`config.mk`:
```
export PLATFORM = sky130hd
export DESIGN_NAME = irq_vector_ack
export DESIGN_NICKNAME = d
export VERILOG_FILES = /design/src/rtl/irqv_pkg.sv /design/src/rtl/irqv_pend.sv /design/src/rtl/irqv_fsm.sv /design/src/rtl/irqv_drive.sv /design/src/rtl/irq_vector_ack.sv
export SDC_FILE = /design/constraint.sdc
export NUM_CORES = 1
export LEC_CHECK = 0
export ABC_CLOCK_PERIOD_IN_PS = 4400
export BUFFER_PORTS_ARGS = -buffer_cell sky130_fd_sc_hd__clkbuf_2
export CAP_MARGIN = 0
export CORE_MARGIN = 2
export CORE_UTILIZATION = 33
export DETAILED_ROUTE_END_ITERATION = 6
export GPL_TIMING_DRIVEN = 0
export PLACE_DENSITY = 0.81
export SYNTH_ARGS = -nofsm -noshare
export SYNTH_HDL_FRONTEND = slang
export SYNTH_HIERARCHICAL = 1
export SYNTH_SLANG_ARGS = --single-unit
```
`constraint.sdc`:
```
create_clock -name clk -period 4.4 [get_ports clk]
set_input_delay 0.22 -clock clk [delete_from_list [all_inputs] [get_ports clk]]
set_output_delay 0.22 -clock clk [all_outputs]
set_load 0.005 [all_outputs]
```
`src/rtl/irqv_pkg.sv`:
```
package irqv_pkg;
    typedef enum logic [1:0] {
        ST_IDLE = 2'd0,
        ST_WAIT = 2'd1,
        ST_VECT = 2'd2,
        ST_HOLD = 2'd3
    } irqv_state_e;

    localparam logic [1:0] BS_INTERNAL = 2'b00;
    localparam logic [1:0] BS_DATA     = 2'b01;
    localparam logic [1:0] BS_FETCH    = 2'b10;
    localparam logic [1:0] BS_ACK      = 2'b11;
endpackage

```
`src/rtl/irqv_pend.sv`:
```
module irqv_pend #(
    parameter int NSRC = 4,
    localparam int IW = (NSRC > 1) ? $clog2(NSRC) : 1
) (
    input  logic            clk,
    input  logic            rst_n,
    input  logic [NSRC-1:0] req,
    input  logic [NSRC-1:0] clr_mask,
    input  logic            clr_all,
    output logic [NSRC-1:0] pend_q,
    output logic            any_next,
    output logic [IW-1:0]   win_idx
);
    logic [NSRC-1:0] pend_d;

    always_comb begin
        if (clr_all) pend_d = '0;
        else         pend_d = (pend_q & ~clr_mask) | req;
    end

    assign any_next = |pend_d;

    always_ff @(posedge clk or negedge rst_n) begin
        if (!rst_n) pend_q <= '0;
        else        pend_q <= pend_d;
    end

    always_comb begin
        win_idx = '0;
        for (int i = NSRC - 1; i >= 0; i--) begin
            if (pend_q[i]) win_idx = IW'(i);
        end
    end

    logic [NSRC-1:0] below_win;
    always_comb begin
        below_win = '0;
        for (int i = 0; i < NSRC; i++) begin
            if (IW'(i) < win_idx) below_win[i] = 1'b1;
        end
    end

    AST_PRIO_LOWEST: assert property (@(posedge clk) disable iff (!rst_n)
        (pend_q != '0) |-> (pend_q[win_idx] && ((pend_q & below_win) == '0)));
    AST_NO_LOSS: assert property (@(posedge clk) disable iff (!rst_n)
        !clr_all |=> ((pend_q & $past(req)) == $past(req)));
    AST_ACK_CLEARS: assert property (@(posedge clk) disable iff (!rst_n)
        (!clr_all && clr_mask != '0) |=> ((pend_q & $past(clr_mask & ~req)) == '0));
    AST_CLR_ONEHOT: assert property (@(posedge clk) disable iff (!rst_n)
        $onehot0(clr_mask));
endmodule

```
`src/rtl/irqv_fsm.sv`:
```
module irqv_fsm
    import irqv_pkg::*;
#(
    parameter int NSRC = 4,
    localparam int IW = (NSRC > 1) ? $clog2(NSRC) : 1
) (
    input  logic            clk,
    input  logic            rst_n,
    input  logic            hold,
    input  logic            any_next,
    input  logic [1:0]      bus_st,
    input  logic            phase,
    input  logic [IW-1:0]   win_idx,
    output irqv_state_e     state_q,
    output logic [IW-1:0]   sel,
    output logic [NSRC-1:0] clr_mask,
    output logic            irq_n,
    output logic            drive_en,
    output logic            hold_drv
);
    irqv_state_e state_d;
    logic [IW-1:0] win_q;
    logic fetch_lo;
    logic ack_lo;

    assign fetch_lo = (bus_st == BS_FETCH) && !phase;
    assign ack_lo   = (bus_st == BS_ACK) && !phase;

    always_comb begin
        state_d = state_q;
        unique case (state_q)
            ST_IDLE: begin
                if (hold)          state_d = ST_HOLD;
                else if (any_next) state_d = ST_WAIT;
            end
            ST_WAIT: begin
                if (hold)          state_d = ST_HOLD;
                else if (fetch_lo) state_d = ST_VECT;
            end
            ST_VECT: begin
                if (hold)        state_d = ST_HOLD;
                else if (ack_lo) state_d = any_next ? ST_WAIT : ST_IDLE;
            end
            ST_HOLD: begin
                if (!hold) state_d = ST_IDLE;
            end
            default: state_d = ST_IDLE;
        endcase
    end

    always_ff @(posedge clk or negedge rst_n) begin
        if (!rst_n) begin
            state_q <= ST_IDLE;
            win_q   <= '0;
        end else begin
            state_q <= state_d;
            if (state_q == ST_WAIT && fetch_lo) win_q <= win_idx;
        end
    end

    always_comb begin
        irq_n    = 1'b1;
        drive_en = 1'b0;
        hold_drv = 1'b0;
        sel      = win_idx;
        clr_mask = '0;
        unique case (state_q)
            ST_IDLE: ;
            ST_WAIT: begin
                irq_n    = 1'b0;
                drive_en = fetch_lo;
            end
            ST_VECT: begin
                irq_n    = 1'b0;
                drive_en = fetch_lo;
                sel      = win_q;
                if (ack_lo) clr_mask[win_q] = 1'b1;
            end
            ST_HOLD: begin
                irq_n    = 1'b0;
                hold_drv = 1'b1;
            end
            default: ;
        endcase
    end

    AST_WIN_LOCK: assert property (@(posedge clk) disable iff (!rst_n)
        (state_q == ST_VECT && $past(state_q) == ST_VECT) |-> $stable(win_q));
    AST_HOLD_EXIT: assert property (@(posedge clk) disable iff (!rst_n)
        (state_q == ST_HOLD && !hold) |=> (state_q == ST_IDLE));
    AST_WAIT_KEEPS: assert property (@(posedge clk) disable iff (!rst_n)
        (state_q == ST_WAIT && !hold) |=> (state_q != ST_IDLE));
endmodule

```
`src/rtl/irqv_drive.sv`:
```
module irqv_drive #(
    parameter int NSRC = 4,
    parameter int AW   = 14,
    localparam int IW = (NSRC > 1) ? $clog2(NSRC) : 1
) (
    input  logic [NSRC*AW-1:0] src_vec,
    input  logic [IW-1:0]      sel,
    input  logic               drive_en,
    input  logic               hold_drv,
    output logic [AW-1:0]      pd_en
);
    localparam logic [AW-1:0] HOLD_PD = AW'(1);

    logic [AW-1:0] vec_arr [NSRC];

    for (genvar g = 0; g < NSRC; g++) begin : g_unpack
        assign vec_arr[g] = src_vec[g*AW +: AW];
    end

    always_comb begin
        if (hold_drv)      pd_en = HOLD_PD;
        else if (drive_en) pd_en = ~vec_arr[sel];
        else               pd_en = '0;
    end
endmodule

```
`src/rtl/irq_vector_ack.sv`:
```
module irq_vector_ack
    import irqv_pkg::*;
#(
    parameter int NSRC = 4,
    parameter int AW   = 14
) (
    input  logic               clk,
    input  logic               rst_n,
    input  logic               rst_hold,
    input  logic [NSRC-1:0]    req,
    input  logic [NSRC*AW-1:0] src_vec,
    input  logic [1:0]         bus_st,
    input  logic               phase,
    output logic               irq_n,
    output logic [AW-1:0]      pd_en
);
    localparam int IW = (NSRC > 1) ? $clog2(NSRC) : 1;

    logic [NSRC-1:0] pend_q;
    logic [NSRC-1:0] clr_mask;
    logic            any_next;
    logic [IW-1:0]   win_idx;
    logic [IW-1:0]   sel;
    logic            drive_en;
    logic            hold_drv;
    irqv_state_e     state_q;

    irqv_pend #(.NSRC(NSRC)) u_pend (
        .clk      (clk),
        .rst_n    (rst_n),
        .req      (req),
        .clr_mask (clr_mask),
        .clr_all  (rst_hold),
        .pend_q   (pend_q),
        .any_next (any_next),
        .win_idx  (win_idx)
    );

    irqv_fsm #(.NSRC(NSRC)) u_fsm (
        .clk      (clk),
        .rst_n    (rst_n),
        .hold     (rst_hold),
        .any_next (any_next),
        .bus_st   (bus_st),
        .phase    (phase),
        .win_idx  (win_idx),
        .state_q  (state_q),
        .sel      (sel),
        .clr_mask (clr_mask),
        .irq_n    (irq_n),
        .drive_en (drive_en),
        .hold_drv (hold_drv)
    );

    irqv_drive #(.NSRC(NSRC), .AW(AW)) u_drive (
        .src_vec  (src_vec),
        .sel      (sel),
        .drive_en (drive_en),
        .hold_drv (hold_drv),
        .pd_en    (pd_en)
    );

    AST_PD_ONLY_FETCH: assert property (@(posedge clk) disable iff (!rst_n)
        (state_q != ST_HOLD && !(bus_st == BS_FETCH && !phase)) |-> (pd_en == '0));
    AST_HOLD_VECTOR: assert property (@(posedge clk) disable iff (!rst_n)
        (state_q == ST_HOLD) |-> (pd_en == AW'(1) && !irq_n));
    AST_IRQ_PENDING: assert property (@(posedge clk) disable iff (!rst_n)
        (pend_q != '0) |-> !irq_n);
endmodule

```
==> results of run 1 <==
layout by cell type, fill, tap and decap left out, drive strengths merged, types with 3 or more instances in the layout:
| cell type | n |
|---|---|
| clkbuf | 84 |
| nor2 | 24 |
| mux4 | 13 |
| inv | 8 |
| dfrtp | 8 |
| a21oi | 7 |
| ha | 5 |
| mux2i | 4 |
| mux2 | 3 |
| o21ai | 3 |
| buf | 3 |
cell type report:
| class | instances | area (um2) |
|---|---|---|
| multi-input cells | 79 | 759.5 |
| fillers | 294 | 1499 |
| inverters | 8 | 30.03 |
| clock buffers | 3 | 22.52 |
| flip-flops and latches | 8 | 200.2 |
| well taps | 33 | 41.29 |
| plain buffers | 4 | 40.04 |
| repair buffers | 81 | 410.4 |
cell families (layout without fill, tap and decap cells):
family / Yosys count / after routing
mux: 20 / 20
compound gates: 15 / 15
flops: 8 / 8
fa+ha+maj: 5 / 5
buf+inv: 12 / 96
simple gates: 39 / 39
metal layers:
layer  wire, um  part of all wire (%)  track usage [%]  up-vias
li1           -                     -                -      540
met1        978                    36            15.48      478
met2       1441                    53            33.07       57
met3        294                    11            2.165        2
met4         22                  0.80            4.762        0
met5          0                     0                0        -
how the worst max path moves through the flow:
stage	endpoint	start	slack [ns]	depth (start not counted)
2_1_floorplan	pd_en[10]	u_fsm/state_q[0]	2.32	8
3_3_place_gp	pd_en[3]	u_fsm/state_q[0]	2.05	9
3_5_place_dp	pd_en[3]	u_fsm/state_q[0]	2.02	9
4_1_cts	pd_en[3]	u_fsm/state_q[0]	1.75	9
5_1_grt	pd_en[5]	u_fsm/state_q[0]	1.56	9
6_report	pd_en[3]	u_fsm/state_q[0]	1.76	9
per-stage QoR:
| stage | hold slack (ns) | utilization, % | cell area [um2] | setup WS [ns] |
|---|---|---|---|---|
| after floorplan | -0.07559 | - | 1030 | 2.317 |
| after global placement | 0.06935 | 49.00 | 1471 | 2.052 |
| after detailed placement | 0.07485 | 49.00 | 1471 | 2.022 |
| after CTS | 0.2047 | 50.08 | 1504 | 1.747 |
| after global routing | 0.2411 | 50.08 | 1504 | 1.558 |
| final | 0.2116 | 50.08 | 1504 | 1.758 |
worst max-delay path, delay by kind of cell (launching register included):
kind                     cells  cell delay, ns
adder cells (fa/ha/maj)      1            0.31
multiplexers                 1            0.50
buffers and inverters        4            0.59
AND/OR/NAND/NOR              2            0.24
flip-flops                   1            0.41
AO/OA/AOI/OAI                1            0.12
registers in the layout, summed over array words and instances (netlist names):
| register | count |
|---|---|
| u_fsm/state_q | 2 |
| u_fsm/win_q | 2 |
| u_pend/pend_q | 4 |
timing repair:
item	CTS	global route
hold endpoints to repair	8	0
hold buffers	1	0
setup endpoints to repair	0	0
power groups by stage:
stage                     Sequential (mW)  Combinational [mW]  Clock (mW)
after CTS                           0.115               0.379      0.0559
after global routing                0.119               0.419      0.0596
after detailed placement            0.116               0.378           0
after floorplan                     0.111               0.284           0
after global placement              0.115               0.368           0
final                               0.115               0.375      0.0530
==> summary.md, run 1 <==
| Metric | Value |
|---|---|
| Final number of setup-violating endpoints | `0` |
| Max incr delay on CP | `0.50 ns` |
| Register bit count reported by yosys | `8` |
| ANT nets after route | `0` |
| Run status | `completed` |
| Number of endpoints with negative hold slack in the final report | `0` |
| Area overhead of the layout relative to synthesis | `46.05%` |
| Length in cells of the worst reg-to-reg path | `10` |
| Fin nets | `256` |
| Core footprint | `0.003003 mm2` |
| Clock tree from TritonCTS | `done` |
| Wire length of the first global-routing pass | `4.333 mm` |
| Post-synth net total | `170` |
| Via count of the first global-routing pass | `1074` |
| Top achievable clock speed | `378.6 MHz` |
| Half-perimeter wire length of the detailed placement result | `2.465 mm` |
| VDD IR max | `0.0002189 V` |
| Setup repair after global routing missed its margin | `no` |
| Worst hold stages | `3` |
| Worst setup path class | `flip-flop to output port` |
| Summed negative setup slack over all endpoints | `0 ns` |
| Distinct cells, synth | `30` |
| Proportion of synthesized flip-flops having asynchronous set or reset | `100.0%` |
| Clk_lat worst skew | `0.25 ns` |
| Share of total power in combinational logic | `69.1%` |
| Floorplan die width | `59.86 um` |
| Count of flip-flops with a built-in enable after synthesis | `0` |
| Clock root buffer | `clkbuf_4` |
| Final GP Congestion | `0.7586` |
| Most common flop cell mapped by yosys | `dfrtp_1` |
| Overall overflow remaining after global route | `0` |
| Total number of vias | `1077` |
| Post-cts sizing count | `0` |
| Register-to-register path setup slack | `2.15 ns` |
| Reg-to-reg critical path endpoint | `u_fsm/state_q[0]` |
| Number of buffers created by CTS | `3` |
| Synth warnings | `6` |
| Worst slew pin tran | `0.4212 ns` |
| DP Cell Count | `212` |
| Switching power of the nets | `0.2088 mW` |
| Non-filler cells, final | `216` |
| CP cell instances | `inv_1, ha_1, nand2_1, o21ai_0, buf_6, buf_12, mux4_2, nor2_1, clkbuf_2` |
| Multiplexer fraction of the synthesized cell area | `37.42%` |
| Post-Synthesis Mean Instance Area | `10.40 um2` |
| Portion of total power attributed to the clock network | `9.8%` |
| Share of Yosys cell area claimed by the top area cell type | `19.44%` |
| Global Route Usage Sum | `15.85%` |
| Detailed Route Iter0 Violations | `27` |
| Router iterations before antenna repair | `4` |
| Area fraction in and, or, nand and nor cells after synthesis | `18.35%` |
| Count of mapped cells out of synthesis | `99` |
| Die area | `0.003583 mm2` |
| Antenna violations before repair | `0` |
| Antenna diode count | `0` |
| # Post-CTS Setup Buffers | `0` |
| Largest net degree at the start of global routing | `13` |
| Largest cells by area after synthesis | `dfrtp_1, mux4_2, mux4_1` |
| Max Slew Vio Count | `0` |
| Sw Share | `38.43%` |
| Portion of the post-synthesis area used by sequential elements | `19.44%` |
| Post-detailed-route via-to-cell ratio | `4.986` |
| Cell taking the most area after synthesis | `dfrtp_1` |
| Number of top-level design ports | `81` |
| Residual DRC count | `0` |
| Final critical path time including I/O delays and setup | `2.642 ns` |
| Layout Skew | `0.0007112 ns` |
| Internal Dissipation | `0.3346 mW` |
| Starting density of the core | `34.29%` |
| Maximum clock path buffer count | `2` |
| Layout cells sized above 1 | `57.38%` |
| Wire length reported by the detailed router | `2.737 mm` |
| Largest family of logic cells by synthesized area | `multiplexers` |
| Die Y-Extent | `59.86 um` |
| Sort of element at the start of the critical path | `flip-flop` |
| Seq pwr share | `21.2%` |
| Critical path fanouts, max | `10` |
| Worst Hold Endpoint | `u_pend/pend_q[3]` |
| Adder-cell share of the synthesized area | `6.075%` |
| Sum of internal, switching and leakage power | `0.5434 mW` |
| Port Buf Inserts | `80` |
| Top-count cell post-synth | `nor2_1` |
| Slew margin rel. | `71.92%` |
| Sink Count | `8` |
| Wirelength per Cell | `12.67 um` |
| Number of H-tree levels | `1` |
| Power per unit of standard cell area | `361.3 mW/mm2` |
| Synthesized cell area | `0.001030 mm2` |
| Final cycle utilization of the critical path | `60.03%` |
| Post-synthesis xor/xnor area fraction | `0%` |
| Commonest cells in the synthesized netlist | `nor2_1, dfrtp_1, inv_1, mux4_2` |
| # Max-Cap Violations | `0` |
| Leakage Power | `0.7642 nW` |
| Data required time of the critical path | `4.18 ns` |
| Startpoint of the worst hold path | `req[3]` |
| Compound-gate portion of the synthesized area | `11.91%` |
| Tightest Hold Check Type | `input pin to flip-flop` |
| Library cell contributing the largest single delay on the critical path | `mux4_2` |
| Start of the worst register-to-register path | `u_fsm/state_q[0]` |
| Clock-pin transition on the worst setup and hold timing paths | `0.05 ns` |
| Data arrival time of the critical path | `2.42 ns` |
| Row Count | `20` |
| Critical path capture point type | `output port` |
(Power assumes the default switching activity.)
==> run 2, diff against run 1 <==
--- a/config.mk
+++ b/config.mk
@@ -5,14 +5,14 @@
 export SDC_FILE = /design/constraint.sdc
 export NUM_CORES = 1
 export LEC_CHECK = 0
-export ABC_CLOCK_PERIOD_IN_PS = 4400
+export ABC_CLOCK_PERIOD_IN_PS = 2200
 export BUFFER_PORTS_ARGS = -buffer_cell sky130_fd_sc_hd__clkbuf_2
 export CAP_MARGIN = 0
 export CORE_MARGIN = 2
 export CORE_UTILIZATION = 33
 export DETAILED_ROUTE_END_ITERATION = 6
 export GPL_TIMING_DRIVEN = 0
-export PLACE_DENSITY = 0.81
+export PLACE_DENSITY = 0.84
 export SYNTH_ARGS = -nofsm -noshare
 export SYNTH_HDL_FRONTEND = slang
 export SYNTH_HIERARCHICAL = 1
==> constraint.sdc (replaced) <==
create_clock -name clk -period 2.2 [get_ports clk]
set_input_delay 0.11 -clock clk [delete_from_list [all_inputs] [get_ports clk]]
set_output_delay 0.11 -clock clk [all_outputs]
set_load 0.005 [all_outputs]
==> summary.md, run 2 (synthesis results as in run 1) <==
| Metric | Value |
|---|---|
| Run status | `completed` |
| Starting density of the core | `34.29% (unchanged)` |
| Wirelength per Cell | `13.47 um (+6.3%)` |
| Most frequent cells in the layout | `clkbuf_2, nor2_1, mux4_2` |
| Final-layout worst hold slack | `0.09837 ns (-0.1132 ns)` |
| Area taken by multi-input logic gates | `799.5 um2 (+5.3%)` |
| Cell Area, Placed | `0.001471 mm2 (unchanged)` |
| Sink Count | `8 (unchanged)` |
| Largest net degree at the start of global routing | `13 (unchanged)` |
| Top achievable clock speed | `464.3 MHz` |
| Portion of total power attributed to the clock network | `7.8% (-2.0 points)` |
| Total number of vias | `1144 (+6.2%)` |
| Switching power of the nets | `0.5180 mW (+150%)` |
| Data arrival time of the critical path | `2.04 ns (-0.38 ns)` |
| Wire length of the first global-routing pass | `4.733 mm (+9.2%)` |
| Global Route Usage Sum | `17.08% (+1.2 points)` |
| Data required time of the critical path | `2.09 ns (-2.09 ns)` |
| Number of H-tree levels | `1 (unchanged)` |
| Register-to-register path setup slack | `0.14 ns (-2.01 ns)` |
| Clock tree from TritonCTS | `done` |
| VDD IR max | `0.0004584 V (+110%)` |
| Overall overflow remaining after global route | `0 (unchanged)` |
| Largest register FFs | `4 (unchanged)` |
| Final Instance Area | `0.001665 mm2 (+11%)` |
| Register containing the most flip-flops in the final layout | `u_pend/pend_q` |
| Max Slew Vio Count | `0 (unchanged)` |
| Clock root buffer | `clkbuf_4` |
| Wire length reported by the detailed router | `3.071 mm (+12%)` |
| Critical path capture point type | `output port` |
| Internal Dissipation | `0.8521 mW (+150%)` |
| Final number of setup-violating endpoints | `0 (unchanged)` |
| Clock-pin transition on the worst setup and hold timing paths | `0.05 ns (about the same)` |
| Layout cells sized above 1 | `68.72% (+11 points)` |
| Core footprint | `0.003003 mm2 (unchanged)` |
| Floorplan die width | `59.86 um (unchanged)` |
| Residual DRC count | `0 (unchanged)` |
| Die area | `0.003583 mm2 (unchanged)` |
| Tightest Hold Check Type | `input pin to flip-flop` |
| Detailed Route Iter0 Violations | `24 (-11%)` |
| Setup repair after global routing missed its margin | `yes` |
| ANT nets after route | `0 (unchanged)` |
| Via count of the first global-routing pass | `1140 (+6.1%)` |
| Summed negative setup slack over all endpoints | `0 ns (unchanged)` |
| Power per unit of standard cell area | `822.7 mW/mm2 (+130%)` |
| Die Y-Extent | `59.86 um (unchanged)` |
| Leakage Power | `0.8430 nW (+10%)` |
| Seq pwr share | `17.7% (-3.5 points)` |
| Antenna diode count | `0 (unchanged)` |
| Sequential cell area | `200.2 um2 (unchanged)` |
| Commonest non-fill, non-tap cell in the layout | `clkbuf_2` |
| Layout Skew | `0.0007663 ns (+0.00005507 ns)` |
| Final critical path time including I/O delays and setup | `2.154 ns` |
| Maximum clock path buffer count | `2 (unchanged)` |
| Area overhead of the layout relative to synthesis | `61.73%` |
| Final cycle utilization of the critical path | `97.91%` |
| # Max-Cap Violations | `0 (unchanged)` |
| Post-detailed-route via-to-cell ratio | `5.018 (+0.63%)` |
| Largest registers ranked by flip-flop count | `u_pend/pend_q: 4 flops, u_fsm/state_q: 2 flops, u_fsm/win_q: 2 flops` |
| Fin nets | `268 (+4.7%)` |
| Half-perimeter wire length of the detailed placement result | `2.448 mm (-0.67%)` |
| Slew margin rel. | `80.91% (+9.0 points)` |
| Worst slew pin tran | `0.2842 ns (-0.1370 ns)` |
| Number of top-level design ports | `81 (unchanged)` |
| Number of filler instances in the final layout | `276 (-6.1%)` |
| Clk_lat worst skew | `0.25 ns (about the same)` |
| Sort of element at the start of the critical path | `flip-flop` |
| Number of buffers created by CTS | `3 (unchanged)` |
| Router iterations before antenna repair | `4 (unchanged)` |
| Share of total power in combinational logic | `74.5% (+5.4 points)` |
| Antenna violations before repair | `0 (unchanged)` |
| Row Count | `20 (unchanged)` |
| Worst setup path class | `flip-flop to output port` |
| Final GP Congestion | `0.7194 (-5.2%)` |
| Sw Share | `37.81% (-0.62 points)` |
| Critical path fanouts, max | `5 (-5)` |
| Number of endpoints with negative hold slack in the final report | `0 (unchanged)` |
| Port Buf Inserts | `80 (unchanged)` |
-- run 2: cell types whose count changed in the layout (fill, tap and decap cells not counted), sizes merged --
cell	delta
clkbuf	-10
buf	+22
-- run 2: worst max-delay path: stages, from the launching register on --
cell,delay (ns)
dfrtp_1,0.38
inv_1,0.05
a21oi_1,0.05
nor2_1,0.14
inv_1,0.07
o21ai_2,0.12
buf_6,0.15
buf_12,0.12
mux4_2,0.50
nor2_1,0.10
buf_2,0.11
-- run 2: repair_timing --
action                                  in CTS  in global routing
endpoints found under the setup margin      16                 15
pin swaps                                    0                  9
hold buffers                                 1                  0
hold endpoints to repair                     8                  0
gates resized for setup                     11                 26
cloned                                       1                  0
buffers inserted                            10                  1
-- run 2: power groups by stage --
stage	clock network, mW	registers [mW]	logic (mW)
finish	0.107	0.242	1.02
global placement	0	0.229	0.738
detailed placement	0	0.233	0.746
CTS	0.115	0.231	0.946
global route	0.120	0.248	1.12
floorplan	0	0.223	0.568
-- run 2: path summary, 6_finish.rpt --
kind | start | cells after the start | endpoint
setup reg to reg | u_fsm/state_q[0] | 11 | u_fsm/state_q[0]
setup / recovery | u_pend/pend_q[2] | 10 | pd_en[4]
hold reg to reg | u_pend/pend_q[0] | 2 | u_pend/pend_q[0]
hold / removal | req[2] | 3 | u_pend/pend_q[2]
min in group asynchronous | rst_n | 2 | u_pend/pend_q[0]
max in group asynchronous | rst_n | 2 | u_pend/pend_q[3]
-- run 2: area by class of cell --
type | count | area share (%)
multi-input combinational | 79 | 48.01
inverter | 8 | 1.803
tap | 33 | 2.479
timing repair buffer | 93 | 31.48
sequential | 8 | 12.02
buffer | 4 | 2.855
clock buffer | 3 | 1.352
-- run 2: per-layer routing --
layer / up-vias / global-route usage [%] / wire length [um]
met5: - / 0 / 0
met4: 0 / 3.810 / 17
met3: 2 / 2.814 / 314
met2: 53 / 35.09 / 1660
met1: 531 / 17.40 / 1078
li1: 558 / - / -
-- run 2: through the flow --
step           setup WS [ns]  std cells  power, mW  util [%]
4_1_cts              0.01014        227      1.292     54.08
6_report             0.04607        228      1.370     55.46
5_1_grt             -0.07253        228      1.485     55.46
3_3_place_gp        -0.02408        212     0.9668     49.00
3_5_place_dp        -0.07686        212     0.9790     49.00
2_1_floorplan         0.2272         99     0.7902         -
